**config.mk**
```make
export PLATFORM = sky130hd
export DESIGN_NAME = flash_readahead
export DESIGN_NICKNAME = d
export VERILOG_FILES = /design/src/rtl/frd_pkg.sv /design/src/rtl/frd_regs.sv /design/src/rtl/frd_fifo.sv /design/src/rtl/frd_seq.sv /design/src/rtl/flash_readahead.sv
export SDC_FILE = /design/constraint.sdc
export NUM_CORES = 1
export LEC_CHECK = 0
export ABC_AREA = 1
export BUFFER_PORTS_ARGS = -buffer_cell sky130_fd_sc_hd__buf_2
export CORE_AREA = 3 3 292 294
export DETAILED_ROUTE_END_ITERATION = 8
export DIE_AREA = 0 0 295 297
export HOLD_SLACK_MARGIN = 0.12
export MAX_ROUTING_LAYER = met4
export PLACE_DENSITY_LB_ADDON = 0.15
export SYNTH_ARGS = -nofsm -noshare
export SYNTH_HDL_FRONTEND = slang
export SYNTH_SLANG_ARGS = --single-unit
```
**constraint.sdc**
```tcl
create_clock -name clk -period 5.1 [get_ports clk]
set_input_delay 0.765 -clock clk [delete_from_list [all_inputs] [get_ports clk]]
set_output_delay 0.765 -clock clk [all_outputs]
set_load 0.1 [all_outputs]
```
**src/rtl/frd_pkg.sv**
```systemverilog
// Shared constants and types for the flash read-ahead engine.
// Assumes a 4-bit register index and 32-bit register and FIFO words.
package frd_pkg;
    localparam int REG_AW = 4;
    localparam int WORD_W = 32;

    localparam logic [REG_AW-1:0] RG_CTRL  = 4'd0;
    localparam logic [REG_AW-1:0] RG_STAT  = 4'd1;
    localparam logic [REG_AW-1:0] RG_DATA  = 4'd2;
    localparam logic [REG_AW-1:0] RG_ADDR  = 4'd3;
    localparam logic [REG_AW-1:0] RG_LEN   = 4'd4;
    localparam logic [REG_AW-1:0] RG_OPC   = 4'd5;
    localparam logic [REG_AW-1:0] RG_DUMMY = 4'd6;
    localparam logic [REG_AW-1:0] RG_LANES = 4'd7;
    localparam logic [REG_AW-1:0] RG_FLEX  = 4'd8;

    localparam logic [7:0] PLAIN_READ_OP = 8'h03;

    typedef enum logic [1:0] {PH_IDLE, PH_HDR, PH_DUMMY, PH_DATA} phase_t;
    typedef enum logic [1:0] {LANE_X1 = 2'd0, LANE_X2 = 2'd1, LANE_X4 = 2'd2, LANE_RSV = 2'd3} lanes_t;
endpackage

```
**src/rtl/frd_regs.sv**
```systemverilog
// Register file of the flash read-ahead engine.
// Holds the session setup, decodes the start command and the FIFO pop,
// and multiplexes read data. Assumes single-cycle register strobes.
module frd_regs
    import frd_pkg::*;
#(
    parameter int ADDR_W  = 24,
    parameter int CNT_W   = 16,
    parameter int DUMMY_W = 8
) (
    input  logic              clk,
    input  logic              rst_n,
    input  logic              reg_wr,
    input  logic              reg_rd,
    input  logic [REG_AW-1:0] reg_addr,
    input  logic [WORD_W-1:0] reg_wdata,
    output logic [WORD_W-1:0] reg_rdata,
    input  logic              busy,
    input  logic              fifo_empty,
    input  logic [WORD_W-1:0] fifo_head,
    output logic              start_req,
    output logic              pop_req,
    output logic [ADDR_W-1:0] cfg_addr,
    output logic [CNT_W-1:0]  cfg_len,
    output logic [7:0]        cfg_op,
    output logic [DUMMY_W-1:0] cfg_dummy,
    output logic [1:0]        cfg_lanes,
    output logic              cfg_flex
);
    // Start command: bit 0 written to the control register.
    assign start_req = reg_wr && (reg_addr == RG_CTRL) && reg_wdata[0];
    // Data register read requests a pop; the FIFO ignores it when empty.
    assign pop_req   = reg_rd && (reg_addr == RG_DATA);

    // Capture software writes to the setup registers.
    always_ff @(posedge clk) begin
        if (!rst_n) begin
            cfg_addr  <= '0;
            cfg_len   <= '0;
            cfg_op    <= 8'h0B;
            cfg_dummy <= DUMMY_W'(8);
            cfg_lanes <= LANE_X1;
            cfg_flex  <= 1'b0;
        end else if (reg_wr) begin
            case (reg_addr)
                RG_ADDR:  cfg_addr  <= reg_wdata[ADDR_W-1:0];
                RG_LEN:   cfg_len   <= reg_wdata[CNT_W-1:0];
                RG_OPC:   cfg_op    <= reg_wdata[7:0];
                RG_DUMMY: cfg_dummy <= reg_wdata[DUMMY_W-1:0];
                RG_LANES: cfg_lanes <= reg_wdata[1:0];
                RG_FLEX:  cfg_flex  <= reg_wdata[0];
                default:  ;
            endcase
        end
    end

    // Read-data multiplexer; an empty FIFO reads as zero.
    always_comb begin
        case (reg_addr)
            RG_STAT:  reg_rdata = {{(WORD_W-2){1'b0}}, fifo_empty, busy};
            RG_DATA:  reg_rdata = fifo_empty ? '0 : fifo_head;
            RG_ADDR:  reg_rdata = WORD_W'(cfg_addr);
            RG_LEN:   reg_rdata = WORD_W'(cfg_len);
            RG_OPC:   reg_rdata = WORD_W'(cfg_op);
            RG_DUMMY: reg_rdata = WORD_W'(cfg_dummy);
            RG_LANES: reg_rdata = WORD_W'(cfg_lanes);
            RG_FLEX:  reg_rdata = WORD_W'(cfg_flex);
            default:  reg_rdata = '0;
        endcase
    end
endmodule

```
**src/rtl/frd_fifo.sv**
```systemverilog
// Word FIFO between the serial sequencer and the data register.
// Assumes the writer never pushes while full (the sequencer stalls);
// a pop request on an empty FIFO is dropped.
module frd_fifo #(
    parameter int DEPTH = 16,
    parameter int WIDTH = 32
) (
    input  logic             clk,
    input  logic             rst_n,
    input  logic             push,
    input  logic [WIDTH-1:0] push_data,
    input  logic             pop_req,
    output logic [WIDTH-1:0] head,
    output logic             empty,
    output logic             full
);
    localparam int AW = (DEPTH > 1) ? $clog2(DEPTH) : 1;
    localparam int NW = $clog2(DEPTH + 1);

    logic [WIDTH-1:0] mem [DEPTH];
    logic [AW-1:0]    wptr, rptr;
    logic [NW-1:0]    count;
    logic             pop;

    assign pop   = pop_req && !empty;
    assign empty = (count == '0);
    assign full  = (count == NW'(DEPTH));
    assign head  = mem[rptr];

    function automatic logic [AW-1:0] bump(input logic [AW-1:0] p);
        return (p == AW'(DEPTH - 1)) ? '0 : p + 1'b1;
    endfunction

    // Storage write; no reset needed for data.
    always_ff @(posedge clk) begin
        if (push) mem[wptr] <= push_data;
    end

    // Pointer and occupancy tracking.
    always_ff @(posedge clk) begin
        if (!rst_n) begin
            wptr  <= '0;
            rptr  <= '0;
            count <= '0;
        end else begin
            if (push) wptr <= bump(wptr);
            if (pop)  rptr <= bump(rptr);
            case ({push, pop})
                2'b10:   count <= count + 1'b1;
                2'b01:   count <= count - 1'b1;
                default: ;
            endcase
        end
    end


    no_overflow_chk: assert property (@(posedge clk) disable iff (!rst_n)
        push |-> !full);

    empty_read_chk: assert property (@(posedge clk) disable iff (!rst_n)
        (pop_req && empty && !push) |=> empty);
endmodule

```
**src/rtl/frd_seq.sv**
```systemverilog
// Serial sequencer: drives the header, counts dummy clocks and packs
// incoming data into little-endian words.
// Assumes mode-0 timing: outputs change while sck is low, input is
// sampled at the end of the high half. One serial clock = two core clocks.
module frd_seq
    import frd_pkg::*;
#(
    parameter int ADDR_W  = 24,
    parameter int CNT_W   = 16,
    parameter int DUMMY_W = 8
) (
    input  logic               clk,
    input  logic               rst_n,
    input  logic               start_req,
    input  logic [ADDR_W-1:0]  cfg_addr,
    input  logic [CNT_W-1:0]   cfg_len,
    input  logic [7:0]         cfg_op,
    input  logic [DUMMY_W-1:0] cfg_dummy,
    input  logic [1:0]         cfg_lanes,
    input  logic               cfg_flex,
    input  logic               fifo_full,
    output logic               push,
    output logic [WORD_W-1:0]  push_data,
    output logic               busy,
    output logic               sck,
    output logic               cs_n,
    output logic [3:0]         io_out,
    output logic [3:0]         io_oe,
    input  logic [3:0]         io_in
);
    localparam int HDR_W = 8 + ADDR_W;
    localparam int HCW   = $clog2(HDR_W) + 1;
    localparam int CW    = (HCW > DUMMY_W) ? HCW : DUMMY_W;

    phase_t              ph;
    logic                sck_q, cs_n_q;
    logic [HDR_W-1:0]    hdr_sr;
    logic [CW-1:0]       cnt;
    logic [CNT_W-1:0]    words_left;
    logic [1:0]          lanes_q;
    logic [DUMMY_W-1:0]  dummy_q;
    logic [7:0]          byte_sr, nxt_byte;
    logic [3:0]          bitpos, bpc;
    logic [1:0]          byte_idx;
    logic [23:0]         word_acc;
    logic                launch, stall, cyc_end, byte_done, last_word;
    logic [7:0]          eff_op;
    logic [1:0]          eff_lanes;
    logic [DUMMY_W-1:0]  eff_dummy;

    // Session setup chosen at launch: configured or plain read.
    assign eff_op    = cfg_flex ? cfg_op : PLAIN_READ_OP;
    assign eff_lanes = (cfg_flex && cfg_lanes != LANE_RSV) ? cfg_lanes : LANE_X1;
    assign eff_dummy = cfg_flex ? cfg_dummy : '0;

    assign launch  = start_req && (ph == PH_IDLE) && (cfg_len != '0);
    assign stall   = (ph == PH_DATA) && !sck_q && fifo_full;
    assign cyc_end = (ph != PH_IDLE) && sck_q;

    // Bits captured per serial clock for the latched lane count.
    always_comb begin
        case (lanes_q)
            LANE_X4: bpc = 4'd4;
            LANE_X2: bpc = 4'd2;
            default: bpc = 4'd1;
        endcase
    end

    // Next byte value after shifting in this cycle's lanes, MSB first.
    always_comb begin
        case (lanes_q)
            LANE_X4: nxt_byte = {byte_sr[3:0], io_in[3:0]};
            LANE_X2: nxt_byte = {byte_sr[5:0], io_in[1:0]};
            default: nxt_byte = {byte_sr[6:0], io_in[1]};
        endcase
    end

    assign byte_done = cyc_end && (ph == PH_DATA) && ((bitpos + bpc) == 4'd8);
    assign push      = byte_done && (byte_idx == 2'd3);
    assign push_data = {nxt_byte, word_acc};
    assign last_word = push && (words_left == CNT_W'(1));

    // Main phase sequencer with clock generation and data packing.
    always_ff @(posedge clk) begin
        if (!rst_n) begin
            ph         <= PH_IDLE;
            sck_q      <= 1'b0;
            cs_n_q     <= 1'b1;
            hdr_sr     <= '0;
            cnt        <= '0;
            words_left <= '0;
            lanes_q    <= LANE_X1;
            dummy_q    <= '0;
            byte_sr    <= '0;
            bitpos     <= '0;
            byte_idx   <= '0;
            word_acc   <= '0;
        end else if (launch) begin
            ph         <= PH_HDR;
            cs_n_q     <= 1'b0;
            sck_q      <= 1'b0;
            hdr_sr     <= {eff_op, cfg_addr};
            cnt        <= CW'(HDR_W - 1);
            words_left <= cfg_len;
            lanes_q    <= eff_lanes;
            dummy_q    <= eff_dummy;
            bitpos     <= '0;
            byte_idx   <= '0;
        end else if (ph != PH_IDLE) begin
            if (!sck_q) begin
                if (!stall) sck_q <= 1'b1;
            end else begin
                sck_q <= 1'b0;
                case (ph)
                    PH_HDR: begin
                        hdr_sr <= hdr_sr << 1;
                        if (cnt == '0) begin
                            if (dummy_q != '0) begin
                                ph  <= PH_DUMMY;
                                cnt <= CW'(dummy_q) - CW'(1);
                            end else begin
                                ph <= PH_DATA;
                            end
                        end else begin
                            cnt <= cnt - 1'b1;
                        end
                    end
                    PH_DUMMY: begin
                        if (cnt == '0) ph <= PH_DATA;
                        else           cnt <= cnt - 1'b1;
                    end
                    PH_DATA: begin
                        byte_sr <= nxt_byte;
                        if (byte_done) begin
                            bitpos   <= '0;
                            byte_idx <= byte_idx + 1'b1;
                            case (byte_idx)
                                2'd0:    word_acc[7:0]   <= nxt_byte;
                                2'd1:    word_acc[15:8]  <= nxt_byte;
                                2'd2:    word_acc[23:16] <= nxt_byte;
                                default: ;
                            endcase
                            if (push) words_left <= words_left - 1'b1;
                            if (last_word) begin
                                ph     <= PH_IDLE;
                                cs_n_q <= 1'b1;
                            end
                        end else begin
                            bitpos <= bitpos + bpc;
                        end
                    end
                    default: ;
                endcase
            end
        end
    end

    assign busy   = (ph != PH_IDLE);
    assign sck    = sck_q;
    assign cs_n   = cs_n_q;
    assign io_out = {3'b000, (ph == PH_HDR) ? hdr_sr[HDR_W-1] : 1'b0};
    assign io_oe  = (ph == PH_HDR) ? 4'b0001 : 4'b0000;


    stall_hold_chk: assert property (@(posedge clk) disable iff (!rst_n)
        ((ph == PH_DATA) && !sck_q && fifo_full) |=> !sck_q);

    data_undriven_chk: assert property (@(posedge clk) disable iff (!rst_n)
        (ph == PH_DATA) |-> (io_oe == 4'b0000));

    end_on_push_chk: assert property (@(posedge clk) disable iff (!rst_n)
        $rose(cs_n_q) |-> $past(push));

    zero_len_chk: assert property (@(posedge clk) disable iff (!rst_n)
        (start_req && (cfg_len == '0) && (ph == PH_IDLE)) |=> (ph == PH_IDLE));
endmodule

```
**src/rtl/flash_readahead.sv**
```systemverilog
// Top of the flash read-ahead engine: register file, serial sequencer
// and word FIFO. Assumes a single clock domain and a flash in mode 0.
module flash_readahead
    import frd_pkg::*;
#(
    parameter int ADDR_W     = 24,
    parameter int CNT_W      = 16,
    parameter int DUMMY_W    = 8,
    parameter int FIFO_DEPTH = 16
) (
    input  logic              clk,
    input  logic              rst_n,
    input  logic              reg_wr,
    input  logic              reg_rd,
    input  logic [REG_AW-1:0] reg_addr,
    input  logic [WORD_W-1:0] reg_wdata,
    output logic [WORD_W-1:0] reg_rdata,
    output logic              sck,
    output logic              cs_n,
    output logic [3:0]        io_out,
    output logic [3:0]        io_oe,
    input  logic [3:0]        io_in
);
    logic               busy, fifo_empty, fifo_full, start_req, pop_req, push;
    logic [WORD_W-1:0]  fifo_head, push_data;
    logic [ADDR_W-1:0]  cfg_addr;
    logic [CNT_W-1:0]   cfg_len;
    logic [7:0]         cfg_op;
    logic [DUMMY_W-1:0] cfg_dummy;
    logic [1:0]         cfg_lanes;
    logic               cfg_flex;

    frd_regs #(.ADDR_W(ADDR_W), .CNT_W(CNT_W), .DUMMY_W(DUMMY_W)) u_regs (
        .clk(clk), .rst_n(rst_n), .reg_wr(reg_wr), .reg_rd(reg_rd),
        .reg_addr(reg_addr), .reg_wdata(reg_wdata), .reg_rdata(reg_rdata),
        .busy(busy), .fifo_empty(fifo_empty), .fifo_head(fifo_head),
        .start_req(start_req), .pop_req(pop_req), .cfg_addr(cfg_addr),
        .cfg_len(cfg_len), .cfg_op(cfg_op), .cfg_dummy(cfg_dummy),
        .cfg_lanes(cfg_lanes), .cfg_flex(cfg_flex)
    );

    frd_seq #(.ADDR_W(ADDR_W), .CNT_W(CNT_W), .DUMMY_W(DUMMY_W)) u_seq (
        .clk(clk), .rst_n(rst_n), .start_req(start_req), .cfg_addr(cfg_addr),
        .cfg_len(cfg_len), .cfg_op(cfg_op), .cfg_dummy(cfg_dummy),
        .cfg_lanes(cfg_lanes), .cfg_flex(cfg_flex), .fifo_full(fifo_full),
        .push(push), .push_data(push_data), .busy(busy), .sck(sck),
        .cs_n(cs_n), .io_out(io_out), .io_oe(io_oe), .io_in(io_in)
    );

    frd_fifo #(.DEPTH(FIFO_DEPTH), .WIDTH(WORD_W)) u_fifo (
        .clk(clk), .rst_n(rst_n), .push(push), .push_data(push_data),
        .pop_req(pop_req), .head(fifo_head), .empty(fifo_empty), .full(fifo_full)
    );
endmodule

```
# After elaboration in Yosys (flattened, before gate mapping)
# Memory sizes are Yosys's and may differ from the RTL's. A register that Yosys moved wholly into a read port is not among the register bits.
# Index checks and enable logic that the tools add are counted.
[op_classes] add_sub_neg=9 n_eq_ne=36 muxes=51 n_bitwise=2 reduce_logical=56
[ops] cell="case mux 32 bit (8 select lines)" count=1
[ops] cell="2-to-1 mux 32 bit" count=5
[ops] cell="2-to-1 mux 16 bit" count=6
[ops] cell="2-to-1 mux 8 bit" count=5
[ops] cell="case mux 8 bit (2 select lines)" count=2
[ops] cell="2-to-1 mux 4 bit" count=5
[ops] cell="AND reduction 5 bit" count=4
[ops] cell="nonzero test 2 bit" count=10
[ops] cell="AND reduction 6 bit" count=3
[ops] cell="equality test 16 x 1 -> 1 bit (second input constant)" count=1
[ops] cell="equality test 4 x 3 -> 1 bit (second input constant)" count=4
[ops] cell="equality test 4 bit (second input constant)" count=4
[ops] cell="2-to-1 mux 1 bit" count=16
[ops] cell="nonzero test 16 bit" count=1
[ops] cell="subtractor 16 x 1 -> 16 bit (second input constant)" count=1
[ops] cell="subtractor 8 x 1 -> 8 bit (second input constant)" count=2
[ops] cell="2-to-1 mux 5 bit" count=3
[ops] cell="logical AND 1 bit" count=14
[ops] cell="AND reduction 7 bit" count=2
[ops] cell="equality test 2 bit (second input constant)" count=6
[ops] cell="inequality test 3 x 1 -> 1 bit (second input constant)" count=4
[ops] cell="AND reduction 2 bit" count=6
[ops] cell="2-to-1 mux 2 bit" count=5
[ops] cell="case mux 5 bit (2 select lines)" count=1
[ops] cell="other kinds (28)" count=43
[word_totals] regBits=179 ram_bits=512 in_bits=44 output_inout_bits=42 word_cells=180 n_memories=1
[mem_list] memory="u_fifo.mem" depth=16 word_bits=32 rd=1 rd_ports_with_merged_regs=1 wr=1 line="frd_fifo.sv:20" rtl="logic [WIDTH-1:0] mem [DEPTH];"

# Depth between registers and ports, before layout
[logic_depth] depth_word=13 ltp_mapped=24

# By module
# Synthesis repeated with hierarchy kept, for this count alone.
[hier_totals] cells_unflattened=3171 hier_area_um2=30879.6
[modules_own_cells] module="frd_fifo" n_inst=1 cells_per_inst=1750 area_each_um2=21830.9 seq_area_each_um2=15715.1
[modules_own_cells] module="frd_seq" n_inst=1 cells_per_inst=768 area_each_um2=5424.0 seq_area_each_um2=2142.1
[modules_own_cells] module="frd_regs" n_inst=1 cells_per_inst=653 area_each_um2=3624.7 seq_area_each_um2=1181.1

# Worst setup path before layout
# Ideal clock, no wire load.
[synth_path] path_type="input to output" start="input port reg_addr[2]" end="output port reg_rdata[17]" t_arrival_ps=3565 required_time_ps=4335 slack_ps=770 cell_stages=6 n_path_buf=1 path_cell_list="nor2_1 inv_2 nor2_1 inv_1 clkbuf_1 o21ai_0"
[synth_via] elab_chain_cells=2 elab_cells_between_ends=9
[synth_rtl] item="start, declared" line="flash_readahead.sv:15" rtl="input logic [REG_AW-1:0] reg_addr,"
[synth_rtl] item="equality test 4 bit (tied with other cells)" line="frd_regs.sv:59" rtl="case (reg_addr)"
[synth_rtl] item="case mux 32 bit (8 select lines) (*)" line="frd_regs.sv:59"
[synth_rtl] item="end, declared" line="flash_readahead.sv:17" rtl="output logic [WORD_W-1:0] reg_rdata,"
# Mark *: on every way between the ends. The rest lies on a longest branch, timed or not.

==> flow_metrics.py <==
metrics = {
    "logic_synthesis": {
        "ys_warn_count": 0,
        "ys_seq_area_frac": 0.660,
        "synth_largest_area_cell": "edfxtp_1",
        "synth.avg_cell_area_um2": 10.7,
        "ys_types": 47,
        "syn-cell-area_um2": 28900,
        "synth-seq-cells": 695,
        "synth_cells": 2697,
        "synthArstFlopShare": 0,
        "synth-edff-count": 512,
        "synth_top_area_frac": 0.533,
        "synth_ff_type": "edfxtp_1",
        "synthTopCellsByArea": "edfxtp_1 (53%), dfxtp_1 (13%), o21ai_0 (7.8%)",
    },
    "pwr": {
        "power_density_nw_per_um2": 349,
        "peakVddDrop_mv": 0.228,
        "finalPower_mw": 11.5,
        "p_leak_nw": 11.1,
    },
    "critical_path": {
        "crit_path_cell_trace": "inv_6, buf_4, o21ai_0, o221ai_1, nand3_1, nand2_1, nand2_1, nand2_1, buf_2",
        "rrSetupSlack_ps": 1290,
        "path_buf_inv": 3,
        "critical-path-max-stage-delay_ps": 490,
        "cp.required_ps": 4340,
        "reg2reg_to": "u_fifo.mem[11][1]",
        "cp_max_fo": 74,
        "worstSetupPathType": "register to output pin",
        "cp_top_family": "buffers and inverters",
        "worst_path_max_delay_cell": "dfxtp_4",
        "cp.depth": 9,
        "r2r_cells": 12,
        "end_kind": "output pin",
        "crit_top_cell": "nand2_1",
        "crit_arrival_ps": 3550,
        "crit_path_end": "reg_rdata[1]",
        "r2r_start": "u_seq.lanes_q[0]",
        "start_kind": "register",
    },
    "sta": {
        "rsz0062_at_grt": "no",
        "final.setup_skew_ps": 22.9,
        "slew_headroom": 0.148,
        "setup_tns_ps": 0,
        "worst_pin_slew_ps": 1270,
        "whs_ps": 457,
        "hold_violations": 0,
        "fmax_mhz": 232,
        "finalMaxSlewViolations": 0,
        "min_period_ps": 4320,
        "setup_viol": 0,
        "post-route-period-util": 0.847,
    },
    "clocking": {
        "cts_buffer_depth": 3,
        "cts_tree": "built",
        "clk_latency_ps": 600,
        "cts_setup_buffers": 0,
        "cts_root_buf": "clkbuf_16",
        "cts_sinks": 695,
        "cts_resized": 0,
        "cts_buffers": 74,
        "hold_buffers": 0,
        "path_clk_slew_ps": 60,
        "htree_levels": 3,
    },
    "global_routing": {
        "grt-ovfl-total": 0,
        "grt_max_degree": 133,
        "grt_pass1_wl_mm": 125,
        "grt.busiest_layer": "met2",
        "grt_pass1_vias": 19900,
        "grt_usage": 0.192,
        "grt_use_met3": 0.0193,
        "met2_usage": 0.319,
        "antenna_found_initial": 0,
        "grtUsageMet1": 0.251,
    },
    "hold_path": {
        "hp-start": "reg_wdata[22]",
        "hold_class": "primary input to register",
    },
    "route": {
        "drtIter0Drc": 1475,
        "vias": 20400,
        "drt_wl_total_mm": 83.3,
        "via_per_inst": 5.26,
        "drt_first_pass_iters": 5,
        "ant_nets": 0,
        "remaining_drc_errors": 0,
        "wl_per_cell_um": 21.5,
    },
    "outcome": {
        "status": "finished clean",
    },
    "finish": {
        "syn_to_final_growth_pct": 13.8,
        "final_layout_size_suffix_gt1_frac": 0.0991,
        "fin_nets": 2813,
        "n_fill_cell": 7972,
    },
    "run": {
        "cap_violations": 0,
    },
    "placement": {
        "place_congestion": 0.847,
        "io_buffers": 71,
        "dp_hpwl_mm": 48.6,
    },
    "floorplanning": {
        "rows": 106,
        "die_h_um": 297,
        "die_w_um": 295,
        "coreArea_um2": 83200,
        "die-area_um2": 87600,
        "num_io_pins": 86,
        "start_util": 0.347,
    },
}
## how the worst min path moves through the flow
stage,end,depth (start not counted),slack (ps)
2_1_floorplan,u_regs.cfg_addr[2],2,440
3_3_place_gp,u_seq.words_left[1],2,460
3_5_place_dp,u_seq.bitpos[2],2,460
4_1_cts,u_regs.cfg_addr[22],3,430
5_1_grt,u_regs.cfg_addr[18],3,470
6_report,u_regs.cfg_addr[22],3,460
## report_power, final
| group | total, mW | internal (mW) | switching, mW | leakage, nW |
|---|---|---|---|---|
| clock | 5.29 | 3.14 | 2.15 | 1.15 |
| combinational | 0.160 | 0.0343 | 0.125 | 3.94 |
| sequential | 6.01 | 6.00 | 0.00627 | 6.02 |
## Yosys cell counts, types with 6 or more instances
master / number
a21oi_1: 166
a31oi_1: 16
buf_2: 57
buf_4: 10
buf_6: 8
clkbuf_1: 81
dfxtp_1: 183
edfxtp_1: 512
ha_1: 30
inv_1: 176
inv_2: 9
nand2_1: 259
nand3_1: 83
nand4_1: 16
nor2_1: 392
nor3_1: 6
o211ai_1: 43
o21ai_0: 451
o21ai_1: 9
o221ai_1: 46
o22ai_1: 77
xnor2_1: 7
xor2_1: 12
## per-layer routing
metal,routed length [um],vias up
li1,-,9670
met1,37100,10100
met2,40800,497
met3,3460,120
met4,1910,0
met5,0,-
## logic make-up after synthesis
| family | Yosys count | share of synthesized area |
|---|---|---|
| adder cells (fa/ha/maj) | 30 | 0.0130 |
| AND/OR/NAND/NOR | 785 | 0.113 |
| XOR/XNOR | 19 | 0.00577 |
| other | 1 | 0.000130 |
| buffers and inverters | 349 | 0.0516 |
| AO/OA/AOI/OAI | 818 | 0.157 |
| flip-flops | 695 | 0.660 |
## cell type report
class | instances | area, um2 | share of cell area
antenna | 1 | 2.50 | 0.0000762
clock buffer | 107 | 2080 | 0.0634
clock inverter | 24 | 274 | 0.00834
inverter | 190 | 727 | 0.0221
multi-input combinational | 1658 | 8460 | 0.258
sequential | 695 | 19000 | 0.580
tap | 1080 | 1350 | 0.0412
timing repair buffer | 120 | 888 | 0.0271
## registers in the layout, indices dropped and copies added (netlist names), 4 cells and up, named ones only
register	flops
u_fifo.rptr	4
u_regs.cfg_addr	24
u_regs.cfg_dummy	8
u_fifo.count	5
u_seq.dummy_q	8
u_seq.words_left	16
u_seq.word_acc	24
u_regs.cfg_op	8
u_fifo.mem	512
u_seq.hdr_sr	32
u_seq.cnt	8
u_seq.bitpos	4
u_fifo.wptr	4
u_seq.byte_sr	7
u_regs.cfg_len	16
## cells in the final DEF (no fill, tap or decap), types with 6 or more instances in the layout
| master | n |
|---|---|
| a21oi_1 | 166 |
| clkinv_2 | 7 |
| ha_1 | 30 |
| buf_4 | 37 |
| o221ai_1 | 46 |
| clkinv_1 | 8 |
| buf_12 | 13 |
| xor2_1 | 12 |
| nand2_1 | 259 |
| nand3_1 | 83 |
| o22ai_1 | 77 |
| conb_1 | 6 |
| nor3_1 | 6 |
| nor2_4 | 20 |
| inv_1 | 174 |
| o21ai_0 | 444 |
| buf_2 | 70 |
| o211ai_1 | 43 |
| inv_2 | 11 |
| edfxtp_1 | 512 |
| bufinv_16 | 6 |
| nor2_1 | 376 |
| clkbuf_1 | 25 |
| o21ai_1 | 16 |
| dfxtp_1 | 179 |
| nand4_1 | 16 |
| xnor2_1 | 7 |
| a31oi_1 | 16 |
| clkbuf_16 | 77 |
## per-stage QoR
step / util / setup WS (ps) / cell area (um2) / std cells
2_1_floorplan: - / 770 / 28900 / 2702
3_3_place_gp: 0.366 / 1170 / 30500 / 3743
3_5_place_dp: 0.366 / 1180 / 30500 / 3743
4_1_cts: 0.395 / 792 / 32800 / 3874
5_1_grt: 0.395 / 601 / 32800 / 3874
6_report: 0.395 / 780 / 32800 / 3875
## worst min-delay path, delay by kind of cell
family                 cells  cell delay (ps)
AO/OA/AOI/OAI              2              180
buffers and inverters      1               70
No activity file was read; power rests on OpenSTA's default activity.
